===== config.mk =====
export PLATFORM = sky130hd
export DESIGN_NAME = pred_cmp_unit
export DESIGN_NICKNAME = d
export VERILOG_FILES = /design/src/rtl/pred_cmp_pkg.sv /design/src/rtl/pred_rst_sync.sv /design/src/rtl/pred_cmp_decode.sv /design/src/rtl/pred_cmp_eval.sv /design/src/rtl/pred_file.sv /design/src/rtl/pred_cmp_unit.sv
export SDC_FILE = /design/constraint.sdc
export NUM_CORES = 1
export LEC_CHECK = 0
export ABC_AREA = 1
export CAP_MARGIN = 20
export CELL_PAD_IN_SITES_DETAIL_PLACEMENT = 1
export CELL_PAD_IN_SITES_GLOBAL_PLACEMENT = 1
export CORE_MARGIN = 2
export CORE_UTILIZATION = 30
export DETAILED_ROUTE_END_ITERATION = 8
export HOLD_SLACK_MARGIN = 0.12
export PLACE_DENSITY_LB_ADDON = 0.1
export SLEW_MARGIN = 20
export SYNTH_ARGS = -nofsm -noshare
export SYNTH_HDL_FRONTEND = slang
export SYNTH_SLANG_ARGS = --single-unit

===== constraint.sdc =====
create_clock -name clk_i -period 1.8 [get_ports clk_i]
set_clock_uncertainty 0.15 [all_clocks]
set_input_delay 0.36 -clock clk_i [delete_from_list [all_inputs] [get_ports clk_i]]
set_output_delay 0.36 -clock clk_i [all_outputs]
set_load 0.03 [all_outputs]

===== src/rtl/pred_cmp_pkg.sv =====
package pred_cmp_pkg;

  localparam int unsigned INSTR_W  = 32;
  localparam int unsigned COND_W   = 4;
  localparam int unsigned IMM_W    = 13;

  localparam logic [4:0] MAJ_REGREG = 5'b00010;
  localparam logic [1:0] MAJ_IMMCMP = 2'b11;
  localparam logic [3:0] FN_CMPGRP  = 4'b1111;

  typedef enum logic [COND_W-1:0] {
    COND_EQ   = 4'd0,
    COND_NE   = 4'd1,
    COND_LT   = 4'd2,
    COND_GE   = 4'd3,
    COND_LE   = 4'd4,
    COND_GT   = 4'd5,
    COND_LTU  = 4'd6,
    COND_GEU  = 4'd7,
    COND_LEU  = 4'd8,
    COND_GTU  = 4'd9,
    COND_CRY  = 4'd10,
    COND_ODD  = 4'd11,
    COND_RS12 = 4'd12,
    COND_RS13 = 4'd13,
    COND_RS14 = 4'd14,
    COND_RS15 = 4'd15
  } cond_e;

endpackage


===== src/rtl/pred_rst_sync.sv =====
module pred_rst_sync #(
  parameter int unsigned STAGES = 2
) (
  input  logic clk_i,
  input  logic rst_ni,
  output logic rst_no
);
  logic [STAGES-1:0] sync_q;

  always_ff @(posedge clk_i or negedge rst_ni) begin
    if (!rst_ni) sync_q <= '0;
    else         sync_q <= {sync_q[STAGES-2:0], 1'b1};
  end

  assign rst_no = sync_q[STAGES-1];
endmodule


===== src/rtl/pred_cmp_decode.sv =====
module pred_cmp_decode
  import pred_cmp_pkg::*;
#(
  parameter int unsigned SEL_W = 4
) (
  input  logic [INSTR_W-1:0] instr_i,
  output logic               valid_o,
  output logic               use_imm_o,
  output cond_e              cond_o,
  output logic [SEL_W-1:0]   tgt_o,
  output logic [IMM_W-1:0]   imm_o
);
  logic is_rr;
  logic is_ri;
  logic unused_bits;

  always_comb begin
    is_rr     = (instr_i[27:23] == MAJ_REGREG) && (instr_i[7:4] == FN_CMPGRP);
    is_ri     = (instr_i[27:26] == MAJ_IMMCMP);
    valid_o   = is_rr || is_ri;
    use_imm_o = is_ri;
    cond_o    = is_ri ? cond_e'(instr_i[25:22]) : cond_e'(instr_i[3:0]);
    tgt_o     = instr_i[18 +: SEL_W];
    imm_o     = instr_i[IMM_W-1:0];
  end

  // guard field, source-register fields and bit 22 are consumed elsewhere
  assign unused_bits = ^{instr_i[31:28], instr_i[22], instr_i[17:13]};
endmodule


===== src/rtl/pred_cmp_eval.sv =====
module pred_cmp_eval
  import pred_cmp_pkg::*;
#(
  parameter int unsigned XLEN = 32
) (
  input  logic [XLEN-1:0] opa_i,
  input  logic [XLEN-1:0] opb_i,
  input  cond_e           cond_i,
  output logic            res_o
);
  logic [XLEN:0] sum_w;
  logic          eq_w;
  logic          lts_w;
  logic          ltu_w;

  always_comb begin
    sum_w = {1'b0, opa_i} + {1'b0, opb_i};
    eq_w  = (opa_i == opb_i);
    lts_w = ($signed(opa_i) < $signed(opb_i));
    ltu_w = (opa_i < opb_i);
    unique case (cond_i)
      COND_EQ:  res_o = eq_w;
      COND_NE:  res_o = !eq_w;
      COND_LT:  res_o = lts_w;
      COND_GE:  res_o = !lts_w;
      COND_LE:  res_o = lts_w || eq_w;
      COND_GT:  res_o = !(lts_w || eq_w);
      COND_LTU: res_o = ltu_w;
      COND_GEU: res_o = !ltu_w;
      COND_LEU: res_o = ltu_w || eq_w;
      COND_GTU: res_o = !(ltu_w || eq_w);
      COND_CRY: res_o = sum_w[XLEN];
      COND_ODD: res_o = opa_i[0];
      default:  res_o = 1'b0;
    endcase
  end
endmodule


===== src/rtl/pred_file.sv =====
module pred_file #(
  parameter int unsigned NPRED = 16,
  localparam int unsigned SEL_W = $clog2(NPRED)
) (
  input  logic             clk_i,
  input  logic             rst_ni,
  input  logic             we_i,
  input  logic [SEL_W-1:0] waddr_i,
  input  logic             wdata_i,
  input  logic [SEL_W-1:0] raddr_i,
  output logic             rdata_o
);
  logic [NPRED-1:0] entry_w;

  assign entry_w[0] = 1'b1;

  for (genvar i = 1; i < NPRED; i++) begin : g_entry
    logic hit_w;
    logic bit_d;
    logic bit_q;

    always_comb begin
      hit_w = we_i && (waddr_i == SEL_W'(i));
      bit_d = hit_w ? wdata_i : bit_q;
    end

    always_ff @(posedge clk_i or negedge rst_ni) begin
      if (!rst_ni) bit_q <= 1'b0;
      else         bit_q <= bit_d;
    end

    assign entry_w[i] = bit_q;
  end

  assign rdata_o = entry_w[raddr_i];
endmodule


===== src/rtl/pred_cmp_unit.sv =====
module pred_cmp_unit
  import pred_cmp_pkg::*;
#(
  parameter int unsigned XLEN  = 32,
  parameter int unsigned NPRED = 16,
  localparam int unsigned SEL_W = $clog2(NPRED)
) (
  input  logic               clk_i,
  input  logic               rst_ni,
  input  logic               issue_en_i,
  input  logic [INSTR_W-1:0] instr_i,
  input  logic [XLEN-1:0]    opa_i,
  input  logic [XLEN-1:0]    opb_i,
  input  logic [SEL_W-1:0]   rd_sel_i,
  output logic               rd_pred_o
);
  logic             rst_n_sync;
  logic             dec_valid;
  logic             dec_use_imm;
  cond_e            dec_cond;
  logic [SEL_W-1:0] wr_tgt;
  logic [IMM_W-1:0] dec_imm;
  logic [XLEN-1:0]  opb_eff;
  logic             cmp_result;
  logic             wr_en;

  pred_rst_sync #(.STAGES(2)) u_rst (
    .clk_i  (clk_i),
    .rst_ni (rst_ni),
    .rst_no (rst_n_sync)
  );

  pred_cmp_decode #(.SEL_W(SEL_W)) u_dec (
    .instr_i   (instr_i),
    .valid_o   (dec_valid),
    .use_imm_o (dec_use_imm),
    .cond_o    (dec_cond),
    .tgt_o     (wr_tgt),
    .imm_o     (dec_imm)
  );

  always_comb begin
    opb_eff = dec_use_imm ? {{(XLEN-IMM_W){dec_imm[IMM_W-1]}}, dec_imm} : opb_i;
    wr_en   = issue_en_i && dec_valid;
  end

  pred_cmp_eval #(.XLEN(XLEN)) u_eval (
    .opa_i  (opa_i),
    .opb_i  (opb_eff),
    .cond_i (dec_cond),
    .res_o  (cmp_result)
  );

  pred_file #(.NPRED(NPRED)) u_file (
    .clk_i   (clk_i),
    .rst_ni  (rst_n_sync),
    .we_i    (wr_en),
    .waddr_i (wr_tgt),
    .wdata_i (cmp_result),
    .raddr_i (rd_sel_i),
    .rdata_o (rd_pred_o)
  );
endmodule


==> results of run 1 <==
-- metrics by stage --
| stage | setup TNS [ns] | setup slack [ns] |
|---|---|---|
| after floorplan | -16.81 | -1.16 |
| after global placement | -28.78 | -1.91 |
| after detailed placement | -30.90 | -2.05 |
| after CTS | -15.65 | -1.06 |
| after global routing | -20.10 | -1.35 |
| final | -17.51 | -1.17 |
-- cells in the final DEF, fill, tap and decap left out, types with 8 or more instances in the layout --
master / synthesis / final
a21oi_1: 25 / 19
buf_4: 0 / 88
buf_6: 1 / 8
clkdlybuf4s50_1: 0 / 80
dfrtp_1: 17 / 17
ha_1: 65 / 44
ha_4: 0 / 21
inv_1: 89 / 66
inv_2: 2 / 24
nand2_1: 103 / 84
nand2_2: 13 / 25
nand3_2: 0 / 12
nor2_1: 55 / 45
nor2_4: 0 / 8
nor3_1: 13 / 12
o21ai_0: 63 / 25
o21ai_1: 2 / 10
o21ai_2: 0 / 19
o21ai_4: 0 / 11
-- power by group --
part / internal (mW) / switching [mW] / total, mW / leakage (nW)
Sequential: 0.434 / 0.0384 / 0.472 / 0.227
Combinational: 0.813 / 0.816 / 1.63 / 2.67
Clock: 0.154 / 0.141 / 0.295 / 0.0255
-- final cells by class --
type | count | area, um2
sequential | 17 | 425
multi-input combinational | 390 | 3150
clock buffer | 3 | 41.3
fill | 1276 | 4220
timing repair buffer | 195 | 1830
tap | 136 | 170
clock inverter | 1 | 5.00
inverter | 91 | 349
-- repair_timing --
item	CTS	global route
resized for setup	124	119
pin swaps	46	77
hold endpoints to repair	2	0
cloned	5	1
setup endpoints to repair	16	16
buffers inserted	9	20
hold buffers	1	0
-- final timing paths --
| kind | to | start | cells past startpoint | slack [ns] |
|---|---|---|---|---|
| setup / recovery | u_file.g_entry[7].bit_q$_DFFE_PN0P_ | instr_i[26] | 22 | -1.17 |
| hold / removal | u_file.g_entry[11].bit_q$_DFFE_PN0P_ | u_rst.sync_q[1]$_DFF_PN0_ | 0 | 0.12 |
| setup reg to reg | u_file.g_entry[6].bit_q$_DFFE_PN0P_ | u_file.g_entry[6].bit_q$_DFFE_PN0P_ | 3 | 0.86 |
| hold reg to reg | u_file.g_entry[11].bit_q$_DFFE_PN0P_ | u_rst.sync_q[1]$_DFF_PN0_ | 0 | 0.12 |
| max in group asynchronous | u_rst.sync_q[1]$_DFF_PN0_ | rst_ni | 2 | 0.74 |
| min in group clk_i | u_rst.sync_q[1]$_DFF_PN0_ | u_rst.sync_q[0]$_DFF_PN0_ | 0 | 0.20 |
-- per-layer routing --
| metal | up-vias | track usage | routed length [um] |
|---|---|---|---|
| met3 | 21 | 0.0196 | 328 |
| met5 | - | 0 | 0 |
| met4 | 0 | 0.0310 | 243 |
| met1 | 1933 | 0.253 | 5410 |
| met2 | 79 | 0.401 | 7150 |
| li1 | 2000 | - | - |
-- sequential cells by signal, indices dropped and copies added (netlist names) --
register	cells
u_file.g_entry.bit_q	15
u_rst.sync_q	2
-- logic make-up after synthesis --
group	synth area share
DFF	0.136
other	0.00120
buffers and inverters	0.122
adders and majority gates	0.261
AOI/OAI and AO/OA	0.175
and+or+nand+nor	0.304
-- worst max-delay path: cells and delay by family --
family / cells / cell delay, ns
AOI/OAI and AO/OA: 2 / 0.34
adders and majority gates: 1 / 0.28
buffers and inverters: 5 / 0.44
and+or+nand+nor: 14 / 1.54
==> results_tabular.tex, run 1 <==
\begin{tabular}{lr}
\hline
Metric & Value \\
\hline
\multicolumn{2}{l}{\textbf{Status}} \\
Run status & complete, but fails checks \\
Violations in the final reports & negative setup slack \\
\multicolumn{2}{l}{\textbf{Routing}} \\
Routed length per placed instance & 15.8 um \\
DRC violations left & 0 \\
Count of routing violations after the opening detailed-route iteration & 107 \\
Post-route ant nets & 0 \\
Routed vias/inst & 4.84 \\
Iteration count of the initial detailed-routing pass & 4 \\
Final Routed Wirelength & 13,100 um \\
Vias & 4,033 \\
\multicolumn{2}{l}{\textbf{Floorplanning}} \\
Height of the die & 106 um \\
Die area & 11,200 um2 \\
Die extent in x & 106 um \\
FP Rows & 37 \\
Initial core utilization & 0.306 \\
Core area & 10,200 um2 \\
Count of pins on the block boundary & 104 \\
\multicolumn{2}{l}{\textbf{Min path}} \\
Worst hold-check path type & register to asynchronous set/reset pin \\
\multicolumn{2}{l}{\textbf{Clock tree}} \\
Clk\_lat worst skew & 0.26 ns \\
Sink count of the clock tree & 17 \\
Clock buffer depth & 2 \\
Post-CTS clock slew at the launch and capture registers of the worst setup and hold paths & 0.07 ns \\
TritonCTS clock tree & built \\
Clk Tree Root Cell & clkbuf\_8 \\
CTS H-tree lvls & 1 \\
Total CTS buffers & 3 \\
\multicolumn{2}{l}{\textbf{Placement}} \\
Post-detailed-placement half-perimeter wirelength & 8690 um \\
Standard cell area after detailed placement & 4800 um2 \\
Routability cong. & 0.809 \\
Input/output buffers & 94 \\
Inst Count DP & 793 \\
\multicolumn{2}{l}{\textbf{Critical path}} \\
Worst path cell trace & buf\_8 > nand2\_8 > or2\_4 > o21ai\_2 > inv\_2 > ha\_4 > inv\_2 > buf\_4 > nand3\_2 > nand3\_1 > nand2\_1 > nand2\_2 > a21oi\_4 > nand2\_8 > nand2\_4 > nand3\_2 > nand2\_1 > nand2\_1 > inv\_2 > nand3\_4 > nand2\_1 > nand2\_1 \\
Slowest CP cell & or2\_4 \\
Worst Setup Path Type & primary input to register \\
CP most frequent cell & nand2\_1 \\
Data arrival at the endpoint of the critical path & 2.98 ns \\
Setup crit start kind & primary input \\
Critical Path Sink Type & register \\
Worst Path Required & 1.80 ns \\
Slowest Stage Delay on Critical Path & 0.32 ns \\
Max FO, Critical Path & 8 \\
\multicolumn{2}{l}{\textbf{Synth}} \\
List of most frequent post-synthesis cells & nand2\_1 (103), inv\_1 (89), ha\_1 (65) \\
Syn Nets & 671 \\
Share of Yosys cell area claimed by the top area cell type & 0.261 \\
Average cell area after synthesis & 6.20 um2 \\
Post-synth top area cell & ha\_1 \\
Portion of the post-synthesis area used by sequential elements & 0.136 \\
Top FF cell, synth & dfrtp\_1 \\
Number of flip-flops and latches in the synthesized netlist & 17 \\
Cell with the most instances after synthesis & nand2\_1 \\
Syn Inst Count & 503 \\
Number of enable-type register cells in the synthesized netlist & 0 \\
Warnings, synthesis & 0 \\
Proportion of register bits with asynchronous set or reset after synthesis & 1.00 \\
Synthesized cell area & 3120 um2 \\
Library cells used by synthesis & 34 \\
Leading post-synthesis cells by cell area & ha\_1 (26\%), dfrtp\_1 (14\%), nand2\_1 (12\%), inv\_1 (11\%), o21ai\_0 (10\%) \\
\multicolumn{2}{l}{\textbf{Global route}} \\
Pin count of the biggest net entering global routing & 32 \\
Total global routing overflow & 0 \\
Aggregate global-route resource usage & 0.208 \\
Global-route wire length before repair & 19,300 um \\
Via count of the first global-routing pass & 4,196 \\
Antenna violations before repair & 0 \\
\multicolumn{2}{l}{\textbf{Timing}} \\
Achievable frequency & 0.336 GHz \\
Number of setup violations in the final report & 16 \\
Pin slew with the least headroom to its limit & 0.642 ns \\
Worst hold margin & 0.117 ns \\
Number of slew-limit violations in the final report & 0 \\
Crit path time final & 2.97 ns \\
Worst Slack Setup Final & -1.17 ns \\
RSZ-0062 raised after global routing & yes \\
Final clock period utilization by the worst path & 1.65 \\
Final Hold Fails & 0 \\
Normalized max-slew margin & 0.572 \\
\multicolumn{2}{l}{\textbf{Layout}} \\
Antenna diode instance count & 0 \\
Total non-filler cell area in the finished layout & 5960 um2 \\
Final standard cell utilization of the core & 0.586 \\
Net count reported at finish & 866 \\
Non-filler cells in the finished layout & 833 \\
Fraction of final layout cells with drive strength greater than 1 & 0.382 \\
Area added between synthesis and finish & 91.3\% \\
\multicolumn{2}{l}{\textbf{Power}} \\
Power Dens Cells & 402 nW/um2 \\
Total power of the final layout & 2.40 mW \\
VDD IR max & 0.192 mV \\
Leakage & 2.93 nW \\
\multicolumn{2}{l}{\textbf{Run}} \\
Number of max-cap violations & 0 \\
\hline
\end{tabular}
Power figures use the tool's default switching activity.
==> run 2: changes to the inputs <==
--- a/config.mk
+++ b/config.mk
@@ -14,6 +14,7 @@
 export DETAILED_ROUTE_END_ITERATION = 8
 export HOLD_SLACK_MARGIN = 0.12
 export PLACE_DENSITY_LB_ADDON = 0.1
+export SETUP_SLACK_MARGIN = 0.15
 export SLEW_MARGIN = 20
 export SYNTH_ARGS = -nofsm -noshare
 export SYNTH_HDL_FRONTEND = slang
==> run 2 against run 1 <==
Sequential share of layout area is 0.37 points higher. Total power is 4.7% lower. Worst setup slack better by 0.013 ns. Die area stayed put. Combinational power is 7% lower. Routed wire length is 6.7% lower. Maximum frequency is 0.43% higher. The run still ends with negative setup slack left. Sequential cell count stayed put. Utilization is 2.9 points lower. Cell count is 1.9% lower.
==> results_tabular.tex, run 2 (synthesis results as in run 1) <==
\begin{tabular}{lr}
\hline
Metric & Value \\
\hline
\multicolumn{2}{l}{\textbf{Global route}} \\
GR met2 Demand/Resource & 0.431 (+0.0300) \\
Aggregate global-route resource usage & 0.213 (+0.00537) \\
Gr busiest metal & met2 \\
Global-route wire length before repair & 19,500 um (+0.93\%) \\
Total global routing overflow & 0 (unchanged) \\
Grt met3 use & 0.0270 (+0.00736) \\
Pin count of the biggest net entering global routing & 32 (unchanged) \\
Via count of the first global-routing pass & 4,321 (+3.0\%) \\
Antenna violations before repair & 0 (unchanged) \\
Met1 Track Usage GR & 0.237 (-0.0160) \\
\multicolumn{2}{l}{\textbf{Clock tree}} \\
Clock buffer depth & 2 (unchanged) \\
TritonCTS clock tree & built \\
Clk Tree Root Cell & clkbuf\_8 \\
Sink count of the clock tree & 17 (unchanged) \\
Clk\_lat worst skew & 0.26 ns (about the same) \\
Post-CTS clock slew at the launch and capture registers of the worst setup and hold paths & 0.07 ns (about the same) \\
CTS H-tree lvls & 1 (unchanged) \\
Total CTS buffers & 3 (unchanged) \\
\multicolumn{2}{l}{\textbf{Floorplanning}} \\
Initial core utilization & 0.306 (unchanged) \\
Die area & 11,200 um2 (unchanged) \\
FP Rows & 37 (unchanged) \\
Core area & 10,200 um2 (unchanged) \\
Die extent in x & 106 um (unchanged) \\
Height of the die & 106 um (unchanged) \\
Count of pins on the block boundary & 104 (unchanged) \\
\multicolumn{2}{l}{\textbf{Power}} \\
VDD IR max & 0.208 mV (+8.3\%) \\
Leakage & 2.78 nW (-4.9\%) \\
Power Dens Cells & 402 nW/um2 (+0.17\%) \\
\multicolumn{2}{l}{\textbf{Critical path}} \\
Depth of the worst register-to-register path & 0 (-3) \\
Setup crit start kind & primary input \\
Crit Reg-Reg Startpoint & u\_rst.sync\_q[1]\$\_DFF\_PN0\_ \\
Worst reg2reg path endpoint & u\_file.g\_entry[2].bit\_q\$\_DFFE\_PN0P\_ \\
Critical Path Sink Type & register \\
Worst Path Required & 1.80 ns (about the same) \\
Data arrival at the endpoint of the critical path & 2.96 ns (-0.02 ns) \\
Max FO, Critical Path & 8 (unchanged) \\
FF-to-FF setup slack & 0.94 ns (+0.08 ns) \\
Worst Setup Path Type & primary input to register \\
\multicolumn{2}{l}{\textbf{Timing}} \\
Final Hold Fails & 0 (unchanged) \\
Number of slew-limit violations in the final report & 0 (unchanged) \\
Final clock period utilization by the worst path & 1.64 (-0.00707) \\
Pin slew with the least headroom to its limit & 0.658 ns (+0.0160 ns) \\
RSZ-0062 raised after global routing & yes \\
Number of setup violations in the final report & 16 (unchanged) \\
Worst Slack Setup Final & -1.16 ns (+0.0127 ns) \\
Crit path time final & 2.96 ns (-0.0127 ns) \\
Achievable frequency & 0.338 GHz (+0.43\%) \\
Normalized max-slew margin & 0.561 (-0.0107) \\
\multicolumn{2}{l}{\textbf{Layout}} \\
Area added between synthesis and finish & 81.9\% \\
Top register by number of flip-flops & u\_file.g\_entry.bit\_q \\
Commonest cells after routing, fill and taps aside & nand2\_1 (88), clkdlybuf4s50\_1 (82), buf\_4 (76) \\
Fraction of final layout cells with drive strength greater than 1 & 0.330 (-0.0512) \\
Total non-filler cell area in the finished layout & 5670 um2 (-4.9\%) \\
Largest registers & u\_file.g\_entry.bit\_q (15), u\_rst.sync\_q (2) \\
Max reg flops & 15 (unchanged) \\
Most common cell after layout, fill and taps aside & nand2\_1 \\
Net count reported at finish & 850 (-1.8\%) \\
Non-filler cells in the finished layout & 817 (-1.9\%) \\
Antenna diode instance count & 0 (unchanged) \\
\multicolumn{2}{l}{\textbf{Routing}} \\
Final Routed Wirelength & 12,300 um (-6.7\%) \\
Iteration count of the initial detailed-routing pass & 4 (unchanged) \\
Post-route ant nets & 0 (unchanged) \\
Routed length per placed instance & 15.0 um (-4.9\%) \\
Vias & 3,947 (-2.1\%) \\
Routed vias/inst & 4.83 (-0.22\%) \\
Count of routing violations after the opening detailed-route iteration & 71 (-34\%) \\
DRC violations left & 0 (unchanged) \\
\multicolumn{2}{l}{\textbf{Placement}} \\
Input/output buffers & 94 (unchanged) \\
Standard cell area after detailed placement & 4800 um2 (+0.16\%) \\
Post-detailed-placement half-perimeter wirelength & 8690 um (about the same) \\
Routability cong. & 0.777 (-3.9\%) \\
Inst Count DP & 792 (-0.13\%) \\
\multicolumn{2}{l}{\textbf{Status}} \\
Violations in the final reports & negative setup slack \\
Run status & complete, but fails checks \\
\multicolumn{2}{l}{\textbf{Run}} \\
Number of max-cap violations & 0 (unchanged) \\
\multicolumn{2}{l}{\textbf{Min path}} \\
Worst hold-check path type & register to asynchronous set/reset pin \\
\hline
\end{tabular}
run 2: worst max-delay path by stage:
stage                startpoint                              endpoint  slack (ns)  cells after the start
global placement    instr_i[26]  u_file.g_entry[12].bit_q$_DFFE_PN0P_       -1.91                     17
global route        instr_i[26]   u_file.g_entry[8].bit_q$_DFFE_PN0P_       -1.27                     20
detailed placement  instr_i[26]   u_file.g_entry[6].bit_q$_DFFE_PN0P_       -2.03                     20
floorplan           instr_i[26]  u_file.g_entry[10].bit_q$_DFFE_PN0P_       -1.16                     22
finish              instr_i[26]  u_file.g_entry[12].bit_q$_DFFE_PN0P_       -1.16                     18
CTS                 instr_i[27]  u_file.g_entry[12].bit_q$_DFFE_PN0P_       -1.01                     20
run 2: stage by stage:
step	util	power (mW)	hold slack (ns)	setup slack [ns]	TNS, ns
after floorplan	-	1.07	-0.0856	-1.16	-16.81
after global placement	0.472	1.58	0.133	-1.91	-28.91
after detailed placement	0.472	1.63	0.134	-2.03	-30.43
after CTS	0.532	2.18	0.139	-1.01	-15.00
after global routing	0.557	2.47	0.173	-1.27	-18.80
final	0.557	2.28	0.125	-1.16	-17.21
run 2: power by group:
part           switching, mW  leakage, nW  internal [mW]
Combinational          0.748         2.53          0.758
Clock                  0.145       0.0217          0.156
Sequential            0.0416        0.227          0.434
Total                  0.934         2.78           1.35
run 2: timing repair:
item                       CTS  global route
setup endpoints to repair   16            16
hold endpoints to repair     2             0
hold buffers                 1             0
cloned                       6             1
gates resized for setup    155            43
buffers inserted             7             6
pin swaps                   42            46
run 2: cell type report:
| type | instances | area [um2] |
|---|---|---|
| clock buffers | 3 | 41.3 |
| clock inverters | 1 | 7.51 |
| fillers | 1306 | 4510 |
| inverters | 91 | 353 |
| multi-input cells | 391 | 3010 |
| flip-flops and latches | 17 | 425 |
| well taps | 136 | 170 |
| repair buffers | 178 | 1670 |
run 2: worst max-delay path: stages:
cell and delay [ns]:
buf_8 0.09, nand2_8 0.09, or2_2 0.38, o21ai_1 0.17, ha_1 0.31, nand2_2 0.11
nor2_4 0.05, buf_4 0.13, nand2_1 0.06, nand2_1 0.09, a21oi_4 0.29, nand3_2 0.15
nand3_2 0.10, nand2_2 0.07, nor2_4 0.15, nand3_4 0.19, nand2_2 0.11, nand2_1 0.05
run 2: per-layer routing:
metal,part of all wire,vias up
met5,0,-
met4,0.021,0
met3,0.033,22
met2,0.54,87
met1,0.41,1867
li1,-,1971
